$ cat config.mk
export PLATFORM = sky130hd
export DESIGN_NAME = bcd_alarm_cmp
export DESIGN_NICKNAME = d
export VERILOG_FILES = /design/src/rtl/bcd_alarm_pkg.sv /design/src/rtl/alarm_regfile.sv /design/src/rtl/alarm_match.sv /design/src/rtl/alarm_pending.sv /design/src/rtl/bcd_alarm_cmp.sv
export SDC_FILE = /design/constraint.sdc
export NUM_CORES = 1
export LEC_CHECK = 0
export ABC_AREA = 0
export BUFFER_PORTS_ARGS = -buffer_cell sky130_fd_sc_hd__clkbuf_2
export CAP_MARGIN = 20
export CORE_MARGIN = 5
export CORE_UTILIZATION = 35
export CTS_BUF_LIST = sky130_fd_sc_hd__clkbuf_8 sky130_fd_sc_hd__clkbuf_16
export DETAILED_ROUTE_END_ITERATION = 10
export REMOVE_ABC_BUFFERS = 1
export SYNTH_ARGS = -nofsm -noshare
export SYNTH_HDL_FRONTEND = slang
export SYNTH_SLANG_ARGS = --single-unit
$ cat constraint.sdc
create_clock -name clk -period 1.6 [get_ports clk]
set_input_delay 0.08 -clock clk [delete_from_list [all_inputs] [get_ports clk]]
set_output_delay 0.08 -clock clk [all_outputs]
set_load 0.05 [all_outputs]
$ cat src/rtl/bcd_alarm_pkg.sv
// Package: shared constants and types for the BCD alarm comparator.
// Assumes six alarm fields, each stored in a common 12-bit slot.
package bcd_alarm_pkg;
    localparam int NFIELD   = 6;
    localparam int FW       = 12;
    localparam int CTRL_W   = 7;
    localparam int GEN_BIT  = 6;
    localparam int PEND_BIT = 1;
    localparam int AW       = 3;

    localparam logic [AW-1:0] ADDR_CTRL = 3'd0;
    localparam logic [AW-1:0] ADDR_PEND = 3'd7;

    typedef logic [NFIELD-1:0][FW-1:0] field_vec_t;

    // Valid-bit mask of each alarm field (0 sec .. 5 year)
    function automatic logic [FW-1:0] field_mask(input int idx);
        case (idx)
            0, 1:    field_mask = 12'h07F;
            2, 3:    field_mask = 12'h03F;
            4:       field_mask = 12'h01F;
            default: field_mask = 12'hFFF;
        endcase
    endfunction

    // Register address that holds alarm field idx
    function automatic logic [AW-1:0] field_addr(input int idx);
        field_addr = AW'(idx + 1);
    endfunction
endpackage

$ cat src/rtl/alarm_regfile.sv
// Module: alarm register file. Holds the control register and the six
// masked alarm fields, and provides combinational read data that also
// shows the pending flag. Assumes DW >= FW and DW >= CTRL_W.
module alarm_regfile
    import bcd_alarm_pkg::*;
#(
    parameter int DW = 16
) (
    input  logic              clk,
    input  logic              rst_n,
    input  logic              reg_we,
    input  logic [AW-1:0]     reg_addr,
    input  logic [DW-1:0]     reg_wdata,
    input  logic              pend_q,
    output logic [DW-1:0]     reg_rdata,
    output logic [CTRL_W-1:0] ctrl_q,
    output field_vec_t        alm_q
);
    // Control register write
    always_ff @(posedge clk) begin
        if (!rst_n)
            ctrl_q <= '0;
        else if (reg_we && reg_addr == ADDR_CTRL)
            ctrl_q <= reg_wdata[CTRL_W-1:0];
    end

    // One register per alarm field, masked to its width on write
    for (genvar gi = 0; gi < NFIELD; gi++) begin : g_field
        always_ff @(posedge clk) begin
            if (!rst_n)
                alm_q[gi] <= '0;
            else if (reg_we && reg_addr == field_addr(gi))
                alm_q[gi] <= reg_wdata[FW-1:0] & field_mask(gi);
        end
    end

    // Read multiplexer
    always_comb begin
        reg_rdata = '0;
        case (reg_addr)
            ADDR_CTRL: reg_rdata[CTRL_W-1:0] = ctrl_q;
            ADDR_PEND: reg_rdata[PEND_BIT]   = pend_q;
            default:   reg_rdata[FW-1:0]     = alm_q[reg_addr - 3'd1];
        endcase
    end
endmodule

$ cat src/rtl/alarm_match.sv
// Module: per-field BCD comparison. Produces a one-cycle fire pulse when
// the strobe is high, the global enable is set, at least one field is
// enabled and every enabled field equals the current time.
module alarm_match
    import bcd_alarm_pkg::*;
(
    input  logic              sec_tick,
    input  logic [CTRL_W-1:0] ctrl_q,
    input  field_vec_t        alm_q,
    input  field_vec_t        now_q,
    output logic              fire
);
    logic [NFIELD-1:0] field_ok;

    // Each field passes when disabled or equal
    for (genvar gi = 0; gi < NFIELD; gi++) begin : g_cmp
        assign field_ok[gi] = !ctrl_q[gi] || (alm_q[gi] == now_q[gi]);
    end

    // Combine strobe, global enable, non-empty mask and all field results
    always_comb begin
        fire = sec_tick && ctrl_q[GEN_BIT] && (|ctrl_q[NFIELD-1:0]) && (&field_ok);
    end
endmodule

$ cat src/rtl/alarm_pending.sv
// Module: sticky pending flag. Set by a fire, cleared by a write of one
// to its bit. A fire wins over a clear in the same cycle.
module alarm_pending
    import bcd_alarm_pkg::*;
#(
    parameter int DW = 16
) (
    input  logic          clk,
    input  logic          rst_n,
    input  logic          fire,
    input  logic          reg_we,
    input  logic [AW-1:0] reg_addr,
    input  logic [DW-1:0] reg_wdata,
    output logic          pend_q
);
    logic clr;

    // Decode the write-one-to-clear request
    assign clr = reg_we && reg_addr == ADDR_PEND && reg_wdata[PEND_BIT];

    // Hold, set or clear the flag
    always_ff @(posedge clk) begin
        if (!rst_n)
            pend_q <= 1'b0;
        else if (fire)
            pend_q <= 1'b1;
        else if (clr)
            pend_q <= 1'b0;
    end
endmodule

$ cat src/rtl/bcd_alarm_cmp.sv
// Module: top level of the BCD calendar alarm comparator. Packs the
// current-time inputs into field slots and connects the register file,
// the matcher and the pending flag. Assumes now_* are valid BCD and
// stable whenever sec_tick is high.
module bcd_alarm_cmp
    import bcd_alarm_pkg::*;
#(
    parameter int DW = 16
) (
    input  logic          clk,
    input  logic          rst_n,
    input  logic          reg_we,
    input  logic [2:0]    reg_addr,
    input  logic [DW-1:0] reg_wdata,
    output logic [DW-1:0] reg_rdata,
    input  logic          sec_tick,
    input  logic [7:0]    now_sec,
    input  logic [7:0]    now_min,
    input  logic [7:0]    now_hour,
    input  logic [7:0]    now_day,
    input  logic [7:0]    now_mon,
    input  logic [11:0]   now_year,
    output logic          alarm_irq
);
    logic [CTRL_W-1:0] ctrl_q;
    field_vec_t        alm_q;
    field_vec_t        now_q;
    logic              fire;
    logic              pend_q;

    // Zero-extend the current-time fields into common slots
    always_comb begin
        now_q[0] = FW'(now_sec);
        now_q[1] = FW'(now_min);
        now_q[2] = FW'(now_hour);
        now_q[3] = FW'(now_day);
        now_q[4] = FW'(now_mon);
        now_q[5] = now_year;
    end

    alarm_regfile #(.DW(DW)) u_regs (
        .clk       (clk),
        .rst_n     (rst_n),
        .reg_we    (reg_we),
        .reg_addr  (reg_addr),
        .reg_wdata (reg_wdata),
        .pend_q    (pend_q),
        .reg_rdata (reg_rdata),
        .ctrl_q    (ctrl_q),
        .alm_q     (alm_q)
    );

    alarm_match u_match (
        .sec_tick (sec_tick),
        .ctrl_q   (ctrl_q),
        .alm_q    (alm_q),
        .now_q    (now_q),
        .fire     (fire)
    );

    alarm_pending #(.DW(DW)) u_pend (
        .clk       (clk),
        .rst_n     (rst_n),
        .fire      (fire),
        .reg_we    (reg_we),
        .reg_addr  (reg_addr),
        .reg_wdata (reg_wdata),
        .pend_q    (pend_q)
    );

    assign alarm_irq = pend_q;
endmodule

Word level (Yosys, flattened, before mapping)
Cells that the tools add are included.
{"block": "word_totals", "regBits": 51, "input_bits": 75}
{"block": "op_classes", "add_sub_neg": 1, "n_lt_le_gt_ge": 1, "n_eq_ne": 13, "n_mux": 8, "n_reduce_logical": 29}
{"op": "12-bit binary-select mux with 3-bit select", "n": 1}
{"op": "6-bit by 8-bit equality test with 1-bit output", "n": 2}
{"op": "7-bit by 8-bit equality test with 1-bit output", "n": 2}
{"op": "12-bit equality test", "n": 1}
{"op": "3-bit equality test, second input constant", "n": 4}
{"op": "1-bit logical AND", "n": 12}
{"op": "12-bit two-way mux", "n": 1}
{"op": "5-bit one-hot mux with 2 select lines", "n": 1}
{"op": "5-bit by 8-bit equality test with 1-bit output", "n": 1}
{"op": "3-bit by 2-bit equality test with 1-bit output, second input constant", "n": 2}
{"op": "1-bit logical NOT", "n": 6}
{"op": "1-bit logical OR", "n": 6}
{"op": "6-bit AND reduction", "n": 1}
{"op": "6-bit OR reduction", "n": 1}
{"op": "5-bit two-way mux", "n": 1}
{"op": "3-bit by 4-bit < comparator with 1-bit output, second input constant", "n": 1}
{"op": "1-bit one-hot mux with 2 select lines", "n": 2}
{"op": "3-bit by 1-bit equality test with 1-bit output, second input constant", "n": 1}
{"op": "3-bit logical NOT", "n": 1}
{"op": "3-bit by 1-bit subtractor with 3-bit output, second input constant", "n": 1}
{"op": "1-bit two-way mux", "n": 2}
{"op": "2-bit nonzero test", "n": 1}
{"op": "2-bit OR reduction", "n": 1}

Longest topological paths before layout
{"block": "logic_depth", "depth_word": 5, "mapped_depth": 10, "depth_no_buf": 7}

By module
From an unflattened synthesis, not the netlist that was laid out.
{"block": "hier_totals", "cells_unflattened": 395, "hier_area_um2": 3622.2}
{"mod": "alarm_regfile", "n_inst": 1, "cells_each": 289, "area_per_inst_um2": 2751.4, "seq_area_each_um2": 1001.0}
{"mod": "alarm_match", "n_inst": 1, "cells_each": 101, "area_per_inst_um2": 825.8, "seq_area_each_um2": 0.0}
{"mod": "alarm_pending", "n_inst": 1, "cells_each": 4, "area_per_inst_um2": 41.3, "seq_area_each_um2": 20.0}
{"mod": "bcd_alarm_cmp", "n_inst": 1, "cells_each": 1, "area_per_inst_um2": 3.8, "seq_area_each_um2": 0.0}

Worst setup path after synthesis
Ideal clock, no wire load.
{"block": "synth_path", "kind": "input to output", "from": "in reg_addr[0]", "to": "out reg_rdata[4]", "arrival_ns": 2.123, "required_time_ns": 1.520, "path_slack_ns": -0.603, "path_stages": 9, "path_cell_list": "buf_6 > buf_12 > inv_1 > ha_1 > buf_2 > mux4_2 > a22o_1 > mux2i_1 > o2bb2ai_1"}
{"block": "synth_via", "elab_chain_cells": 4, "word_cells_on_any_way": 6}
{"element": "start, declared", "line_no": "bcd_alarm_cmp.sv:13", "text": "input logic [2:0] reg_addr,"}
{"element": "3-bit by 1-bit subtractor with 3-bit output", "line_no": "alarm_regfile.sv:43", "text": "default: reg_rdata[FW-1:0] = alm_q[reg_addr - 3'd1];"}
{"element": "12-bit binary-select mux with 3-bit select", "line_no": "alarm_regfile.sv:43"}
{"element": "12-bit two-way mux (not written as such)", "line_no": "alarm_regfile.sv:43"}
{"element": "5-bit one-hot mux with 2 select lines *", "line_no": "alarm_regfile.sv:40", "text": "case (reg_addr)"}
{"element": "end, declared", "line_no": "bcd_alarm_cmp.sv:15", "text": "output logic [DW-1:0] reg_rdata,"}
Every way passes the cells marked *; elsewhere a longest branch is shown, timed or not. The select of a mux whose other input is x is not followed.

Worst setup path in the final report
{"block": "layout_path", "from": "reg u_regs.alm_q[16] in the netlist's numbering", "to": "out reg_rdata[4]"}
{"block": "layout_via", "elab_chain_cells": 3}
{"element": "start, declared", "line_no": "alarm_regfile.sv:17", "text": "output field_vec_t alm_q"}
{"element": "start signal, assigned by index", "line_no": "alarm_regfile.sv:33", "text": "alm_q[gi] <= reg_wdata[FW-1:0] & field_mask(gi);"}
{"element": "12-bit binary-select mux with 3-bit select", "line_no": "alarm_regfile.sv:43"}
{"element": "12-bit two-way mux (not written as such)", "line_no": "alarm_regfile.sv:43"}
{"element": "5-bit one-hot mux with 2 select lines", "line_no": "alarm_regfile.sv:40"}
No other way between the ends. The select of a mux whose other input is x is not followed.

==> summary.txt <==
Setup path
  • CP required: between 1.5 and 2 ns
  • CP delay by family, top: multiplexers
  • R2R Setup Slk: -0.12 ns
  • CP peak stage delay: 0.47 ns
  • Crit path DAT: 1.78 ns
  • Slowest stage cell, crit path: mux4_2
  • Crit path cell chain: mux4_2 -> a22o_1 -> mux2i_1 -> o2bb2ai_1 -> clkbuf_8
  • CP Class: register to output pin
  • Worst Path Buf+Inv: 1
  • CP Launch Type: register
  • Crit path max fanout: 2
  • Critical Path End Type: output pin

Synthesis
  • Syn Std Cell Area: 3120 um^2
  • Syn Area/Cell: 8.65 um^2
  • Synth async-reset ratio: 0
  • Register bit total from synthesis: 51
  • Fraction of the yosys area taken by sequential cells: 0.327
  • Post-synth EDFFs: 0
  • Primary FF master, synth: dfxtp_1
  • Cells after synthesis: 361
  • Netlist cell types: 36
  • Synth warn: 0

Timing
  • Worst setup margin: -0.255 ns
  • Pins Over Slew Limit: 0
  • Final setup vio count: 8
  • Ratio of final minimum period to clock period: 1.16
  • Clock Skew: 0.00466 ns
  • RSZ-0062 raised after global routing: true
  • Endpoints failing hold: 0
  • F_max: 0.539 GHz
  • Final min period: 1.86 ns

Die
  • Core ar.: ~8700 um^2
  • Initial core utilization: 0.358
  • Die W: 104 um
  • IO Count: roughly 90
  • Die Area: 10900 um^2
  • Core Rows: 34
  • Die Ht: 104 um

Pwr
  • Power Density: 639 nW/um^2
  • Final Power: 2.74 mW
  • P_leak: 1.77 nW
  • Maximum ir drop on the vdd rail: between 0.0003 and 0.0004 V

Route
  • Post-detailed-route DRC marker count: 0
  • Antenna viol nets, final: 0
  • Routed wire length per instance: approximately 17 um
  • Final WL: 9.89 mm
  • DR pass1 iterations: 4
  • Vias: roughly 3000
  • 1st-iter DRT viols: 214
  • Number of vias per cell: 5.14

Clock tree
  • Clk_lat worst skew: 0.31 ns
  • Root Driver: clkbuf_8
  • Worst-path clk slew: 0.09 ns
  • Clock Tree Buf Depth: 2
  • CTS sink count: 51
  • CTS buffer count: 5
  • H-tree levels: 2
  • TritonCTS clock tree: built

Layout
  • Design area: 4290 um^2
  • Antenna cells: 0
  • Share of layout cells above drive strength 1: 0.346
  • Commonest cells after routing, fill and taps aside: clkbuf_2 (69), nand2_1 (58), dfxtp_1 (41)
  • Final Net Count: 556
  • Area Growth Syn to Fin: 37.4%
  • Commonest non-fill, non-tap cell in the layout: clkbuf_2

Global routing
  • First-pass GRT wire length: 16.0 mm
  • GRT Residual Overflow: 0
  • Vias in the first global route: between 3000 and 4000
  • Initial antenna violation count: 0
  • GR Util All Layers: 0.182
  • Pin count of the biggest net entering global routing: 24

Place
  • DP Worst Slack: -0.280 ns
  • Gpl congestion: between 0.9 and 1
  • Port Buf Inserts: 83
  • Hpwl dp: 7.79 mm
  • Dpl cell area: between 3000 and 4000 um^2

Worst hold path
  • Hold Crit Class: primary input to register

Status
  • Status: finished with violations
  • Failing checks: setup timing

Run
  • Number of max-cap violations: 0
## sequential cells by signal, indices dropped and copies added (netlist names)
signal / count
u_regs.ctrl_q: 7
u_pend.pend_q: 1
u_regs.alm_q: 43
## worst paths after layout
path / from / endpoint / depth (start not counted)
setup / recovery: u_regs.alm_q[16]$_SDFFE_PN0P_ / reg_rdata[4] / 5
hold / removal: reg_wdata[9] / u_regs.alm_q[69]$_SDFFE_PN0P_ / 3
setup reg to reg: u_regs.alm_q[12]$_SDFFE_PN0P_ / u_pend.pend_q$_SDFFE_PN0P_ / 7
hold reg to reg: u_regs.alm_q[17]$_SDFFE_PN0P_ / u_regs.alm_q[17]$_SDFFE_PN0P_ / 2
## tightest hold or removal path, cell delays in order
cell	delay, ns
clkbuf_2	0.08
nand2_1	0.04
a21boi_0	0.07
## logic make-up (layout without fill, tap and decap cells)
group,count (synthesis),count (layout),synth area share
simple gates,139,139,0.211
buf+inv,30,143,0.0509
xor+xnor,44,44,0.126
mux,28,28,0.115
compound gates,63,63,0.149
fa+ha+maj,5,5,0.0200
other cells,1,4,0.00120
flops,51,51,0.327
## cell type report
cell class | count | area [um^2]
Timing Repair Buffer | 131 | 988
Sequential cell | 51 | 1040
Inverter | 4 | 17.5
Fill cell | 841 | 4430
Multi-Input combinational cell | 283 | 2010
Clock buffer | 7 | 96.3
Clock inverter | 1 | 3.75
Tap cell | 108 | 135
## stage by stage
stage,hold WS [ns],cells,setup TNS (ns),util
final,0.00963,585,-1.53,0.492
after global routing,0.0183,585,-2.08,0.492
after CTS,0.0135,584,-1.39,0.487
after detailed placement,0.322,566,-1.96,0.449
after global placement,0.314,566,-1.58,0.449
after floorplan,0.208,338,-6.91,-
## what timing repair did
| action | CTS | global route |
|---|---|---|
| pin swaps | 15 | 9 |
| setup endpoints to repair | 13 | 13 |
| buffers inserted | 7 | 1 |
| hold buffers | 3 | 0 |
| hold endpoints to repair | 3 | 0 |
| resized for setup | 45 | 11 |
## routing by layer
| layer | part of all wire | global-route usage |
|---|---|---|
| met5 | 0 | 0 |
| met4 | 0.019 | 0.0537 |
| met3 | 0.050 | 0.0273 |
| met2 | 0.50 | 0.304 |
| met1 | 0.43 | 0.240 |
## Yosys cell counts, types with 3 or more instances
master,number,share of area
a22o_1,4,0.011
clkbuf_1,14,0.017
a21boi_0,39,0.094
mux2i_1,22,0.071
ha_1,5,0.020
o21ai_0,5,0.0080
nor2_1,11,0.013
o2bb2ai_1,5,0.014
nand2_1,58,0.070
and2_1,5,0.010
xnor2_1,30,0.084
or4_1,3,0.0072
dfxtp_1,51,0.33
nor2b_1,13,0.026
nand3_1,34,0.055
inv_1,4,0.0048
nand4_1,10,0.020
mux4_2,5,0.036
buf_2,6,0.0096
buf_4,4,0.0096
xor2_1,13,0.036
## where the power goes
part | total [mW] | leakage, nW | switching, mW | internal (mW)
Combinational | 0.603 | 1.29 | 0.310 | 0.294
Clock | 0.816 | 0.0557 | 0.427 | 0.389
Sequential | 1.32 | 0.418 | 0.0270 | 1.29
(Power assumes the default switching activity.)
